<file path="config.mk">
export PLATFORM = sky130hd
export DESIGN_NAME = lcdc_regs
export DESIGN_NICKNAME = d
export VERILOG_FILES = /design/src/rtl/lcdc_pkg.sv /design/src/rtl/lcdc_addr_dec.sv /design/src/rtl/lcdc_geom.sv /design/src/rtl/lcdc_irq_ctrl.sv /design/src/rtl/lcdc_id_rom.sv /design/src/rtl/lcdc_regs.sv
export SDC_FILE = /design/constraint.sdc
export NUM_CORES = 1
export LEC_CHECK = 0
export BUFFER_PORTS_ARGS = -buffer_cell sky130_fd_sc_hd__buf_2
export CAP_MARGIN = 10
export CORE_AREA = 2 2 179 137
export CTS_BUF_LIST = sky130_fd_sc_hd__clkbuf_4 sky130_fd_sc_hd__clkbuf_8 sky130_fd_sc_hd__clkbuf_16
export DETAILED_ROUTE_END_ITERATION = 7
export DIE_AREA = 0 0 181 139
export GPL_ROUTABILITY_DRIVEN = 1
export HOLD_SLACK_MARGIN = 0.12
export PLACE_DENSITY = 0.73
export SYNTH_ARGS = -nofsm -noshare
export SYNTH_HDL_FRONTEND = slang
export SYNTH_SLANG_ARGS = --single-unit
export TNS_END_PERCENT = 100
</file>
<file path="constraint.sdc">
create_clock -name clk -period 3.3 [get_ports clk]
set_input_delay 0.495 -clock clk [delete_from_list [all_inputs] [get_ports clk]]
set_output_delay 0.495 -clock clk [all_outputs]
set_load 0.05 [all_outputs]
</file>
<file path="src/rtl/lcdc_pkg.sv">
package lcdc_pkg;
  // Register word offsets whose positions software depends on
  localparam int WORD_TIM_LAST = 3;
  localparam int WORD_UBASE    = 4;
  localparam int WORD_LBASE    = 5;
  localparam int WORD_SLOT_A   = 6;
  localparam int WORD_SLOT_B   = 7;
  localparam int WORD_RAW      = 8;
  localparam int WORD_MIS      = 9;
  localparam int WORD_CLR      = 10;
  localparam int ID_BYTES      = 8;

  // Status bit positions raised by a frame tick
  localparam int BIT_NEXTBASE  = 2;
  localparam int BIT_VCOMP     = 3;

  // Control bit positions
  localparam int CB_ENABLE     = 0;
  localparam int CB_POWER      = 11;
  localparam int CB_DEPTH_LO   = 1;

  typedef enum logic [3:0] {
    SEL_NONE,
    SEL_TIM,
    SEL_UBASE,
    SEL_LBASE,
    SEL_CTRL,
    SEL_MASK,
    SEL_RAW,
    SEL_MIS,
    SEL_CLR,
    SEL_PAL,
    SEL_ID
  } sel_e;
endpackage

</file>
<file path="src/rtl/lcdc_addr_dec.sv">
module lcdc_addr_dec
  import lcdc_pkg::*;
#(
  parameter int WA_W      = 10,
  parameter int PAL_BASE  = 128,
  parameter int PAL_DEPTH = 128,
  parameter int VARIANT   = 0,
  localparam int PAL_AW   = $clog2(PAL_DEPTH),
  localparam int ID_AW    = $clog2(ID_BYTES)
) (
  input  logic [WA_W-1:0]   word,
  output sel_e              sel,
  output logic [1:0]        tim_idx,
  output logic [PAL_AW-1:0] pal_idx,
  output logic [ID_AW-1:0]  id_idx
);
  localparam int WORDS   = 1 << WA_W;
  localparam int ID_BASE = WORDS - ID_BYTES;
  localparam logic [WA_W-1:0] PAL_LO = WA_W'(PAL_BASE);
  localparam logic [WA_W-1:0] PAL_HI = WA_W'(PAL_BASE + PAL_DEPTH - 1);
  localparam logic [WA_W-1:0] ID_LO  = WA_W'(ID_BASE);

  // The layout parameter decides which of the two slots holds control
  sel_e slot_a_sel, slot_b_sel;
  generate
    if (VARIANT == 0) begin : g_orig
      assign slot_a_sel = SEL_CTRL;
      assign slot_b_sel = SEL_MASK;
    end else begin : g_swap
      assign slot_a_sel = SEL_MASK;
      assign slot_b_sel = SEL_CTRL;
    end
  endgenerate

  logic [WA_W-1:0] pal_off, id_off;
  assign pal_off = word - PAL_LO;
  assign id_off  = word - ID_LO;
  assign tim_idx = word[1:0];
  assign pal_idx = pal_off[PAL_AW-1:0];
  assign id_idx  = id_off[ID_AW-1:0];

  always_comb begin
    sel = SEL_NONE;
    if (word <= WA_W'(WORD_TIM_LAST))      sel = SEL_TIM;
    else if (word == WA_W'(WORD_UBASE))    sel = SEL_UBASE;
    else if (word == WA_W'(WORD_LBASE))    sel = SEL_LBASE;
    else if (word == WA_W'(WORD_SLOT_A))   sel = slot_a_sel;
    else if (word == WA_W'(WORD_SLOT_B))   sel = slot_b_sel;
    else if (word == WA_W'(WORD_RAW))      sel = SEL_RAW;
    else if (word == WA_W'(WORD_MIS))      sel = SEL_MIS;
    else if (word == WA_W'(WORD_CLR))      sel = SEL_CLR;
    else if (word >= PAL_LO && word <= PAL_HI) sel = SEL_PAL;
    else if (word >= ID_LO)                sel = SEL_ID;
  end
endmodule

</file>
<file path="src/rtl/lcdc_geom.sv">
module lcdc_geom #(
  parameter int DATA_W = 32,
  parameter int DIM_W  = 11
) (
  input  logic [DATA_W-1:0] tim0,
  input  logic [DATA_W-1:0] tim1,
  output logic [DIM_W-1:0]  width,
  output logic [DIM_W-1:0]  height
);
  // ((t0 & 0xFC) + 4) * 4 equals (t0[7:2] + 1) * 16
  logic [6:0] groups;
  assign groups = {1'b0, tim0[7:2]} + 7'd1;
  assign width  = DIM_W'({groups, 4'b0000});
  assign height = DIM_W'({1'b0, tim1[9:0]} + 11'd1);
endmodule

</file>
<file path="src/rtl/lcdc_irq_ctrl.sv">
module lcdc_irq_ctrl
  import lcdc_pkg::*;
#(
  parameter int STAT_W = 5
) (
  input  logic              clk,
  input  logic              rst,
  input  logic              mask_we,
  input  logic [STAT_W-1:0] mask_wdata,
  input  logic              clr_we,
  input  logic [STAT_W-1:0] clr_bits,
  input  logic              tick_ok,
  output logic [STAT_W-1:0] stat_q,
  output logic [STAT_W-1:0] mask_q,
  output logic              irq
);
  logic [STAT_W-1:0] set_bits, stat_d, mask_d;

  always_comb begin
    set_bits = '0;
    if (tick_ok) begin
      set_bits[BIT_NEXTBASE] = 1'b1;
      set_bits[BIT_VCOMP]    = 1'b1;
    end
    // the clear goes first, so bits set by a tick in the same cycle stay set
    stat_d = (stat_q & ~(clr_we ? clr_bits : '0)) | set_bits;
    mask_d = mask_we ? mask_wdata : mask_q;
  end

  always_ff @(posedge clk) begin
    if (rst) begin
      stat_q <= '0;
      mask_q <= '0;
      irq    <= 1'b0;
    end else begin
      stat_q <= stat_d;
      mask_q <= mask_d;
      irq    <= |(stat_d & mask_d);
    end
  end
endmodule

</file>
<file path="src/rtl/lcdc_id_rom.sv">
module lcdc_id_rom
  import lcdc_pkg::*;
#(
  parameter int VARIANT = 0,
  localparam int ID_AW  = $clog2(ID_BYTES)
) (
  input  logic [ID_AW-1:0] idx,
  output logic [7:0]       id_byte
);
  logic [7:0] first, third;
  generate
    if (VARIANT == 0) begin : g_v0
      assign first = 8'h10;
      assign third = 8'h04;
    end else begin : g_v1
      assign first = 8'h11;
      assign third = 8'h24;
    end
  endgenerate

  always_comb begin
    case (idx)
      3'd0:    id_byte = first;
      3'd1:    id_byte = 8'h11;
      3'd2:    id_byte = third;
      3'd3:    id_byte = 8'h00;
      3'd4:    id_byte = 8'h0D;
      3'd5:    id_byte = 8'hF0;
      3'd6:    id_byte = 8'h05;
      default: id_byte = 8'hB1;
    endcase
  end
endmodule

</file>
<file path="src/rtl/lcdc_regs.sv">
module lcdc_regs
  import lcdc_pkg::*;
#(
  parameter int ADDR_W    = 12,
  parameter int DATA_W    = 32,
  parameter int CTRL_W    = 16,
  parameter int STAT_W    = 5,
  parameter int PAL_BASE  = 128,
  parameter int PAL_DEPTH = 128,
  parameter int DIM_W     = 11,
  parameter int VARIANT   = 0,
  localparam int WA_W     = ADDR_W - 2,
  localparam int PAL_AW   = $clog2(PAL_DEPTH),
  localparam int ID_AW    = $clog2(ID_BYTES),
  localparam int N_TIM    = WORD_TIM_LAST + 1
) (
  input  logic              clk,
  input  logic              rst,
  input  logic              bus_sel,
  input  logic              bus_wr,
  input  logic [ADDR_W-1:2] bus_addr,
  input  logic [DATA_W-1:0] bus_wdata,
  output logic [DATA_W-1:0] bus_rdata,
  input  logic              frame_tick,
  output logic              pal_re,
  output logic              pal_we,
  output logic [PAL_AW-1:0] pal_idx,
  output logic [DATA_W-1:0] pal_wdata,
  input  logic [DATA_W-1:0] pal_rdata,
  output logic              lcd_on,
  output logic [2:0]        pix_depth,
  output logic [DATA_W-1:0] upper_base,
  output logic [DATA_W-1:0] lower_base,
  output logic [DIM_W-1:0]  act_width,
  output logic [DIM_W-1:0]  act_height,
  output logic              irq
);
  sel_e             sel;
  logic [1:0]       tim_idx;
  logic [ID_AW-1:0] id_idx;
  logic [7:0]       id_byte;
  logic             wr_cyc, rd_cyc;

  logic [DATA_W-1:0] tim_q [N_TIM];
  logic [DATA_W-1:0] ubase_q, lbase_q;
  logic [CTRL_W-1:0] ctrl_q;
  logic [STAT_W-1:0] stat_q, mask_q;
  logic [DATA_W-1:0] rd_d, rd_q;
  logic              pal_rd_q;
  logic              tick_gated, clr_we, mask_we;

  assign wr_cyc = bus_sel &&  bus_wr;
  assign rd_cyc = bus_sel && !bus_wr;

  lcdc_addr_dec #(
    .WA_W(WA_W), .PAL_BASE(PAL_BASE), .PAL_DEPTH(PAL_DEPTH), .VARIANT(VARIANT)
  ) u_dec (
    .word(bus_addr), .sel(sel), .tim_idx(tim_idx), .pal_idx(pal_idx), .id_idx(id_idx)
  );

  lcdc_id_rom #(.VARIANT(VARIANT)) u_id (.idx(id_idx), .id_byte(id_byte));

  // Timing words: one register per word, written through a generate loop
  generate
    for (genvar gi = 0; gi < N_TIM; gi++) begin : g_tim
      always_ff @(posedge clk) begin
        if (rst)                                     tim_q[gi] <= '0;
        else if (wr_cyc && sel == SEL_TIM && tim_idx == 2'(gi)) tim_q[gi] <= bus_wdata;
      end
    end
  endgenerate

  always_ff @(posedge clk) begin
    if (rst) begin
      ubase_q <= '0;
      lbase_q <= '0;
      ctrl_q  <= '0;
    end else if (wr_cyc) begin
      if (sel == SEL_UBASE) ubase_q <= bus_wdata;
      if (sel == SEL_LBASE) lbase_q <= bus_wdata;
      if (sel == SEL_CTRL)  ctrl_q  <= bus_wdata[CTRL_W-1:0];
    end
  end

  assign lcd_on     = ctrl_q[CB_ENABLE] & ctrl_q[CB_POWER];
  assign pix_depth  = ctrl_q[CB_DEPTH_LO +: 3];
  assign upper_base = ubase_q;
  assign lower_base = lbase_q;
  assign tick_gated = frame_tick && lcd_on;
  assign clr_we     = wr_cyc && sel == SEL_CLR;
  assign mask_we    = wr_cyc && sel == SEL_MASK;

  lcdc_irq_ctrl #(.STAT_W(STAT_W)) u_irq (
    .clk(clk), .rst(rst),
    .mask_we(mask_we), .mask_wdata(bus_wdata[STAT_W-1:0]),
    .clr_we(clr_we), .clr_bits(bus_wdata[STAT_W-1:0]),
    .tick_ok(tick_gated),
    .stat_q(stat_q), .mask_q(mask_q), .irq(irq)
  );

  lcdc_geom #(.DATA_W(DATA_W), .DIM_W(DIM_W)) u_geom (
    .tim0(tim_q[0]), .tim1(tim_q[1]), .width(act_width), .height(act_height)
  );

  // Palette window is forwarded; its data is muxed in one cycle later
  assign pal_we    = wr_cyc && sel == SEL_PAL;
  assign pal_re    = rd_cyc && sel == SEL_PAL;
  assign pal_wdata = bus_wdata;

  always_comb begin
    rd_d = '0;
    case (sel)
      SEL_TIM:   rd_d = tim_q[tim_idx];
      SEL_UBASE: rd_d = ubase_q;
      SEL_LBASE: rd_d = lbase_q;
      SEL_CTRL:  rd_d = DATA_W'(ctrl_q);
      SEL_MASK:  rd_d = DATA_W'(mask_q);
      SEL_RAW:   rd_d = DATA_W'(stat_q);
      SEL_MIS:   rd_d = DATA_W'(stat_q & mask_q);
      SEL_ID:    rd_d = DATA_W'(id_byte);
      default:   rd_d = '0;
    endcase
  end

  always_ff @(posedge clk) begin
    if (rst) begin
      rd_q     <= '0;
      pal_rd_q <= 1'b0;
    end else begin
      rd_q     <= rd_cyc ? rd_d : '0;
      pal_rd_q <= pal_re;
    end
  end

  assign bus_rdata = pal_rd_q ? pal_rdata : rd_q;
endmodule

</file>
======== After elaboration in Yosys (flattened, before gate mapping) ========
Memory sizes are Yosys's and may differ from the RTL's.
Index checks and enable logic that the tools add are counted.
word-level totals
  memories kept ........................... 1
  bits of input ports ..................... 79
  bits in registers ....................... 124
  bits in latches ......................... 0
  memory bits (read-only) ................. 0
  bits in writable memories ............... 128
  word-level logic and storage cells ...... 109
memory list
  memory  depth  bits a word  read ports  clocked after Yosys merged registers in  wr ports  RTL line         RTL
  tim_q   4      32           3           0                                        4         lcdc_regs.sv:44  logic [DATA_W-1:0] tim_q [N_TIM];
operators by class
  div/mod/pow operators ................... 0
  reduce and logical (&&, ||, !) cells .... 21
  shift-type cells ........................ 0
  equality and inequality tests ........... 26
  magnitude comparators ................... 4
  bitwise logic cells ..................... 11
  muxes and demuxes ....................... 34
  multipliers ............................. 0
  add/subtract/negate cells ............... 4
operator list
  kind                                                                number
  one-hot mux 32 bit (8 select lines)                                 1
  two-way mux 32 bit                                                  5
  one-hot mux 8 bit (7 select lines)                                  1
  equality test 10 x 3 -> 1 bit, second input constant                4
  two-way mux 4 bit                                                   10
  equality test 10 x 4 -> 1 bit, second input constant                3
  equality test 4 x 3 -> 1 bit, second input constant                 4
  bitwise AND 5 bit                                                   3
  two-way mux 1 bit                                                   14
  logical AND 1 bit                                                   13
  equality test 4 bit, second input constant                          3
  adder 10 x 1 -> 11 bit, second input constant                       1
  greater-or-equal comparator 10 bit, second input constant           1
  greater-or-equal comparator 10 x 8 -> 1 bit, second input constant  1
  <= comparator 10 x 2 -> 1 bit, second input constant                1
  <= comparator 10 x 8 -> 1 bit, second input constant                1
  two-way mux 5 bit                                                   2
  equality test 3 bit, second input constant                          3
  equality test 4 x 2 -> 1 bit, second input constant                 2
  adder 6 x 1 -> 7 bit, second input constant                         1
  subtractor 7 x 1 -> 7 bit, second input constant                    1
  equality test 3 x 2 -> 1 bit, second input constant                 2
  AND reduction 2 bit                                                 3
  inverter 5 bit                                                      1
  other kinds (15)                                                    19

======== Longest topological paths before layout ========
Gate-level depths: netlist (run 1).
  depth after elaboration ................. 19
  depth in mapped cells ................... 9

======== By module ========
From an unflattened synthesis (run 1), not the netlist that was laid out.
unflattened totals
  cells, all modules ...................... 1057
  area total of the unflattened synthesis .. 11577.4 µm²
modules (own cells, without submodules)
  module         cells each  times used  area each (µm²)  sequential area each (µm²)
  lcdc_regs      932         1           10572.6          6105.9
  lcdc_irq_ctrl  42          1           421.7            220.2
  lcdc_geom      38          1           272.8            0.0
  lcdc_addr_dec  34          1           236.5            0.0
  lcdc_id_rom    11          1           73.8             0.0

======== Worst setup path before layout (run 1) ========
Ideal clock, no wire load.
  path type ............................... input-to-reg
  from .................................... in bus_addr[2] (netlist bit)
  to ...................................... mem tim_q[0][0] (enable)
  library setup time ...................... 0.393 ns
  data required time ...................... 2.907 ns
  setup slack ............................. 0.749 ns
  cell stages on the path ................. 5
  buffers on the path ..................... 3
  arrival ................................. 2.157 ns
  cell sequence ........................... clkbuf_1 -> buf_1 -> clkbuf_1 -> nor2_1 -> a21o_1
RTL lines
  item         RTL line         RTL
  from (decl)  lcdc_regs.sv:21  input logic [ADDR_W-1:2] bus_addr,
  to (decl)    lcdc_regs.sv:44

======== Worst setup path after layout (run 1) ========
  from .................................... reg pal_rd_q
  to ...................................... out bus_rdata[17]
between the ends
  cells in the longest elaborated chain, start to end .. 1
RTL lines
  item                    RTL line          RTL
  from (decl)             lcdc_regs.sv:49   logic pal_rd_q;
  from (signal assigned)  lcdc_regs.sv:131  pal_rd_q <= pal_re;
  two-way mux 32 bit      lcdc_regs.sv:135  assign bus_rdata = pal_rd_q ? pal_rdata : rd_q;
  to (decl)               lcdc_regs.sv:23   output logic [DATA_W-1:0] bus_rdata,
No other way between the ends.

==> reports/metrics.cfg, run 1 <==
[critical_path]
crit_arrival_ns=2.15
timing.rr.start=tim_q[1][0]$_SDFFCE_PN0P_
cpLargestDelayFamily=flip-flops
slowest_stage=dfxtp_2
max_stage_delay_ns=0.67
r2r_end=rd_q[0]$_SDFF_PP0_
start_kind=register
path_max_fanout=17
path_buf_inv=2
cp.required_ns=2.80
r2r_cells=3
crit_type=register to output pin
endpoint_kind=output pin
rrSetupSlack_ns=1.59
path_cells=buf_4 -> mux2_2 -> buf_2

[worst_hold_path]
min_path_type=input port to register
hold_depth=3
min_to=u_irq.stat_q[2]$_SDFF_PP0_
hp-start=frame_tick

[floorplanning]
pin_count=243
start_util_pct=49.0
fp.dieH_um=139
fp.dieW_um=181
fp-row-count=49
coreArea_um2=23500
die_area_um2=25200

[power]
power.density_nw_per_um2=504
switching_power_uw=1630
total_power_uw=6940
combPwrFrac_pct=7.9
ir_worst_vdd_uv=445
clkPwrFrac_pct=43.1
seqPwrFrac_pct=49.0
cell_internal_pwr_uw=5310
p_sw_share_pct=23.5
p_leak_uw=0.00530

[sta]
finalSetupViolCount=0
fin_crit_sh_pct=80.3
maxSlewHeadroom_pct=47.2
post-route-min-period_ns=2.65
fmax_ghz=0.378
fin_skew_ns=0.0147
hold_viol=0
fin_tns_setup_ns=0
tightest_slew_ns=0.793
report.final.slew_viol_count=0
rsz0062_at_grt=no

[layout]
final_common_cell=buf_2
final-seq-area_um2=6330
layout-drive-gt1-share_pct=32.6
layout_common_cells=buf_2 (236), nand2_1 (160), edfxtp_1 (128)
multiInputGateArea_um2=4640
diodes=0
fillers=1957
fin_area_um2=13800
nNetsFinal=1320
area_delta_synth_final_pct=19.3
fin_cells=1565

[cts]
root_buffer=clkbuf_16
numCtsBuffers=27
cts.sinks=252
h-tree-depth=1
post-cts-setup-buffers=0
cts_tree=yes
clockBufferDepth=3
cts_resized=0
clk_pin_slew_ns=0.07
clkLatencyLatePin_ns=0.53
cts_hold_buf=0

[routing]
drtIter0Drc=877
via_per_inst=5.69
vias=8899
drt_wl_total_um=32000
drc_errors=0
post_drt_wl_per_cell_um=20.5
dr.pass1.iters=7
antenna_left=0

[place]
dp_hpwl_um=21200
io_buffers=238
placed_area_um2=12900
dp.cells=1516
gp_congestion=0.821

[global_routing]
grt_max_degree=38
grt_antenna_before_repair=0
globalRouteOverflowTotal=0
grt_pass1_wl_um=48800
grt_pass1_vias=8407
track_usage_pct=24.8

[job]
max_cap_viol_count=0

[synth]
synthCells=1043
synth_edf_count=128
synthTopCellsByArea=edfxtp_1 (33%), dfxtp_1 (22%), and2_1 (6.8%), mux4_2 (6.2%), nand2_1 (5.2%)
seq_area_frac_synth_pct=54.8
synth.distinct_cells=53
async_flop_share_pct=0
syn-cell-area_um2=11500
ys.flop_type=edfxtp_1
ys_warn_count=0
syn_area_per_cell_um2=11.1
ys_seq_elements=252
synth_top_area_cell=edfxtp_1
yosysTopAreaCellShare_pct=33.3

[status]
status=completed

cells in the mapped netlist (7+ instances only):
cell / instances
nand2_1: 160
edfxtp_1: 128
and2_1: 126
dfxtp_1: 124
a21oi_1: 99
buf_4: 47
clkbuf_1: 45
nor2_1: 44
a22oi_1: 34
mux2_2: 33
mux4_2: 32
mux2i_1: 22
nand3_1: 14
buf_2: 13
nand4_1: 9
xnor2_1: 9
buf_1: 8
a21o_1: 7
a31oi_1: 7
nor3_1: 7
worst max-delay path by stage:
stage	startpoint	end	slack (ns)	depth (start not counted)
finish	pal_rd_q$_SDFF_PP0_	bus_rdata[17]	0.65	3
global route	pal_rd_q$_SDFF_PP0_	bus_rdata[17]	0.55	3
CTS	pal_rd_q$_SDFF_PP0_	bus_rdata[22]	0.61	3
detailed placement	bus_addr[7]	tim_q[1][10]$_SDFFCE_PN0P_	0.39	8
global placement	bus_addr[7]	tim_q[1][24]$_SDFFCE_PN0P_	0.45	8
floorplan	bus_addr[2]	tim_q[0][0]$_SDFFCE_PN0P_	0.75	5
power by group through the flow:
stage	Combinational, µW	Sequential, µW	Clock (µW)
finish	552	3400	2990
global route	580	3410	3170
CTS	552	3400	3040
detailed placement	549	3460	0
global placement	546	3460	0
floorplan	390	3450	0
kinds of logic (layout without fill, tap and decap cells):
kind of cell    after synthesis  count (layout)  synth area share, %
xor+xnor                     13              13                0.987
simple gates                393             393                 17.4
compound gates              176             176                 9.61
flops                       252             252                 54.8
fa+ha+maj                     2               2                0.217
buf+inv                     119             332                 5.54
other cells                   1               4               0.0325
mux                          87              87                 11.4
final cells by class:
type	count	area share (%)
clock buffers	37	5.59
well taps	306	2.78
multi-input cells	675	33.7
clock inverters	12	0.818
inverters	6	0.164
flip-flops and latches	252	46.0
repair buffers	277	11.0
per-layer routing:
layer	vias to the layer above	global-route usage, %	part of all wire, %
met2	465	38.3	45
met5	-	0	0
met3	33	4.73	8.6
met1	4336	36.6	45
li1	4065	-	-
met4	0	4.75	1.4
state kept, by name (all words and copies together), names as in the netlist:
signal	cells
tim_q	128
lower_base	32
rd_q	32
u_irq.irq	1
pal_rd_q	1
u_irq.mask_q	5
u_irq.stat_q	5
upper_base	32
ctrl_q	16
worst min-delay path, delay by kind of cell:
kind / cells / cell delay (ns)
AO/OA/AOI/OAI: 1 / 0.05
buffers and inverters: 1 / 0.11
AND/OR/NAND/NOR: 1 / 0.05
stage by stage:
stage	setup WS (ns)	hold WS (ns)	util, %
finish	0.651	0.224	58.5
global placement	0.451	0.453	54.7
global route	0.545	0.235	58.5
detailed placement	0.385	0.460	54.7
CTS	0.607	0.210	58.5
floorplan	0.749	0.441	-
No activity file was read; power rests on OpenSTA's default activity.
==> run 2, diff against run 1 <==
==> constraint.sdc (replaced) <==
create_clock -name clk -period 2.5 [get_ports clk]
set_input_delay 0.375 -clock clk [delete_from_list [all_inputs] [get_ports clk]]
set_output_delay 0.375 -clock clk [all_outputs]
set_load 0.05 [all_outputs]
==> reports/metrics.cfg, run 2 (same netlist as run 1, synthesis figures left out) <==
[status]
status=completed

[power]
power.density_nw_per_um2=632  ; +25%
p_leak_uw=0.00540  ; +1.8%
ir_worst_vdd_uv=463  ; +4.2%
total_power_uw=8840  ; +27%

[place]
placed_area_um2=13200  ; +2.3%
io_buffers=238  ; unchanged
dp_hpwl_um=21700  ; +2.4%
gp_congestion=0.917  ; +12%
dp.cells=1535  ; +1.3%

[routing]
dr.pass1.iters=6  ; -1
via_per_inst=5.67  ; -0.32%
drt_wl_total_um=32500  ; +1.6%
post_drt_wl_per_cell_um=20.6  ; +0.47%
antenna_left=0  ; unchanged
vias=8967  ; +0.76%
drtIter0Drc=934  ; +6.5%
drc_errors=0  ; unchanged

[floorplanning]
fp.dieH_um=139  ; unchanged
fp-row-count=49  ; unchanged
coreArea_um2=23500  ; unchanged
fp.dieW_um=181  ; unchanged
start_util_pct=49.0  ; unchanged
die_area_um2=25200  ; unchanged
pin_count=243  ; unchanged

[cts]
clockBufferDepth=3  ; unchanged
clk_pin_slew_ns=0.06  ; about the same
h-tree-depth=1  ; unchanged
numCtsBuffers=25  ; -7.4%
cts_tree=yes
cts.sinks=252  ; unchanged
root_buffer=clkbuf_16
clkLatencyLatePin_ns=0.52  ; about the same

[global_routing]
globalRouteOverflowTotal=0  ; unchanged
grt_pass1_vias=8545  ; +1.6%
grt_max_degree=38  ; unchanged
grt_pass1_wl_um=49600  ; +1.7%
grt_antenna_before_repair=0  ; unchanged
track_usage_pct=25.1  ; +0.35 points

[layout]
area_delta_synth_final_pct=21.2
largest_reg_flops=128  ; unchanged
layout-drive-gt1-share_pct=33.5  ; +0.82 points
fillers=1942  ; -0.77%
nNetsFinal=1339  ; +1.4%
fin_area_um2=14000  ; +1.6%
fin_cells=1582  ; +1.1%
layout_common_cells=buf_2 (234), nand2_1 (160), edfxtp_1 (128)
top_register=tim_q
diodes=0  ; unchanged
final_common_cell=buf_2

[sta]
maxSlewHeadroom_pct=65.6  ; +18 points
tightest_slew_ns=0.516  ; -0.276 ns
rsz0062_at_grt=no
fin_crit_sh_pct=97.5
fmax_ghz=0.410
post-route-min-period_ns=2.44
fin_tns_setup_ns=0  ; unchanged
whs_ns=0.155  ; -0.0687 ns
hold_viol=0  ; unchanged
report.final.slew_viol_count=0  ; unchanged
finalSetupViolCount=0  ; unchanged
fin_skew_ns=0.00806  ; -0.00659 ns

[critical_path]
r2r_cells=3  ; unchanged
r2r_end=rd_q[0]$_SDFF_PP0_
crit_path_end=act_height[9]
start_kind=register
crit_type=register to output pin
crit_arrival_ns=2.06  ; -0.09 ns
timing.rr.start=tim_q[1][0]$_SDFFCE_PN0P_
path_max_fanout=4  ; -13
cp.required_ns=2.12  ; -0.68 ns
cp-startpoint=tim_q[1][3]$_SDFFCE_PN0P_
endpoint_kind=output pin
rrSetupSlack_ns=0.83  ; -0.76 ns

[job]
max_cap_viol_count=0  ; unchanged

[worst_hold_path]
min_path_type=input port to register
hp-start=bus_wdata[21]

[run 2: cell count changes in the layout (fill, tap and decap cells not counted), sizes merged]
| cell | delta |
|---|---|
| buf | +18 |
| clkbuf | -2 |
| bufinv | -1 |
| clkinv | +1 |
| dlygate4sd3 | +1 |
[run 2: metrics by stage]
step                      utilization (%)  setup WS (ns)
after global routing                 59.4        0.00361
final                                59.4         0.0634
after global placement               56.0         0.0725
after floorplan                         -         0.0691
after detailed placement             56.0         0.0588
after CTS                            59.3         0.0612
[run 2: worst min path at each step]
stage / end / slack [ns] / cells after the start
5_1_grt: lower_base[17]$_SDFFE_PP0P_ / 0.16 / 3
4_1_cts: upper_base[19]$_SDFFE_PP0P_ / 0.14 / 3
2_1_floorplan: rd_q[0]$_SDFF_PP0_ / 0.44 / 2
3_5_place_dp: lower_base[26]$_SDFFE_PP0P_ / 0.46 / 2
6_report: lower_base[21]$_SDFFE_PP0P_ / 0.15 / 3
3_3_place_gp: lower_base[13]$_SDFFE_PP0P_ / 0.45 / 2
[run 2: power by group]
group	leakage, µW	total (µW)	internal (µW)	switching (µW)
Clock	0.000390	3600	2050	1560
Combinational	0.00279	755	237	518
Sequential	0.00221	4480	4440	47.9
Total	0.00540	8840	6720	2120
[run 2: what timing repair did]
action | 4_1_cts | 5_1_grt
setup buffers | 0 | 1
endpoints found under the setup margin | 0 | 3
hold endpoints to repair | 1 | 0
resized for setup | 0 | 4
hold buffers | 1 | 0
[run 2: layout make-up]
class                      instances  area [µm²]  share of cell area (%)
timing repair buffer             298        1830                    13.1
tap                              306         383                    2.74
inverter                           6        22.5                   0.161
sequential                       252        6330                    45.3
multi-input combinational        675        4640                    33.2
clock buffer                      33         692                    4.95
clock inverter                    12        83.8                   0.600
[run 2: worst max-delay path, stage by stage, from the launching register on]
cell and delay [ns]:
edfxtp_1 0.44, and3_1 0.24, and4_1 0.31, nand4_1 0.14, xnor2_1 0.17, clkbuf_4 0.25
[run 2: layer usage]
layer	up-vias	global-route usage, %	share of wire [%]
met5	-	0	0
met1	4328	36.3	43
met4	0	4.84	1.5
met3	42	5.51	10
li1	4110	-	-
met2	487	39.3	45
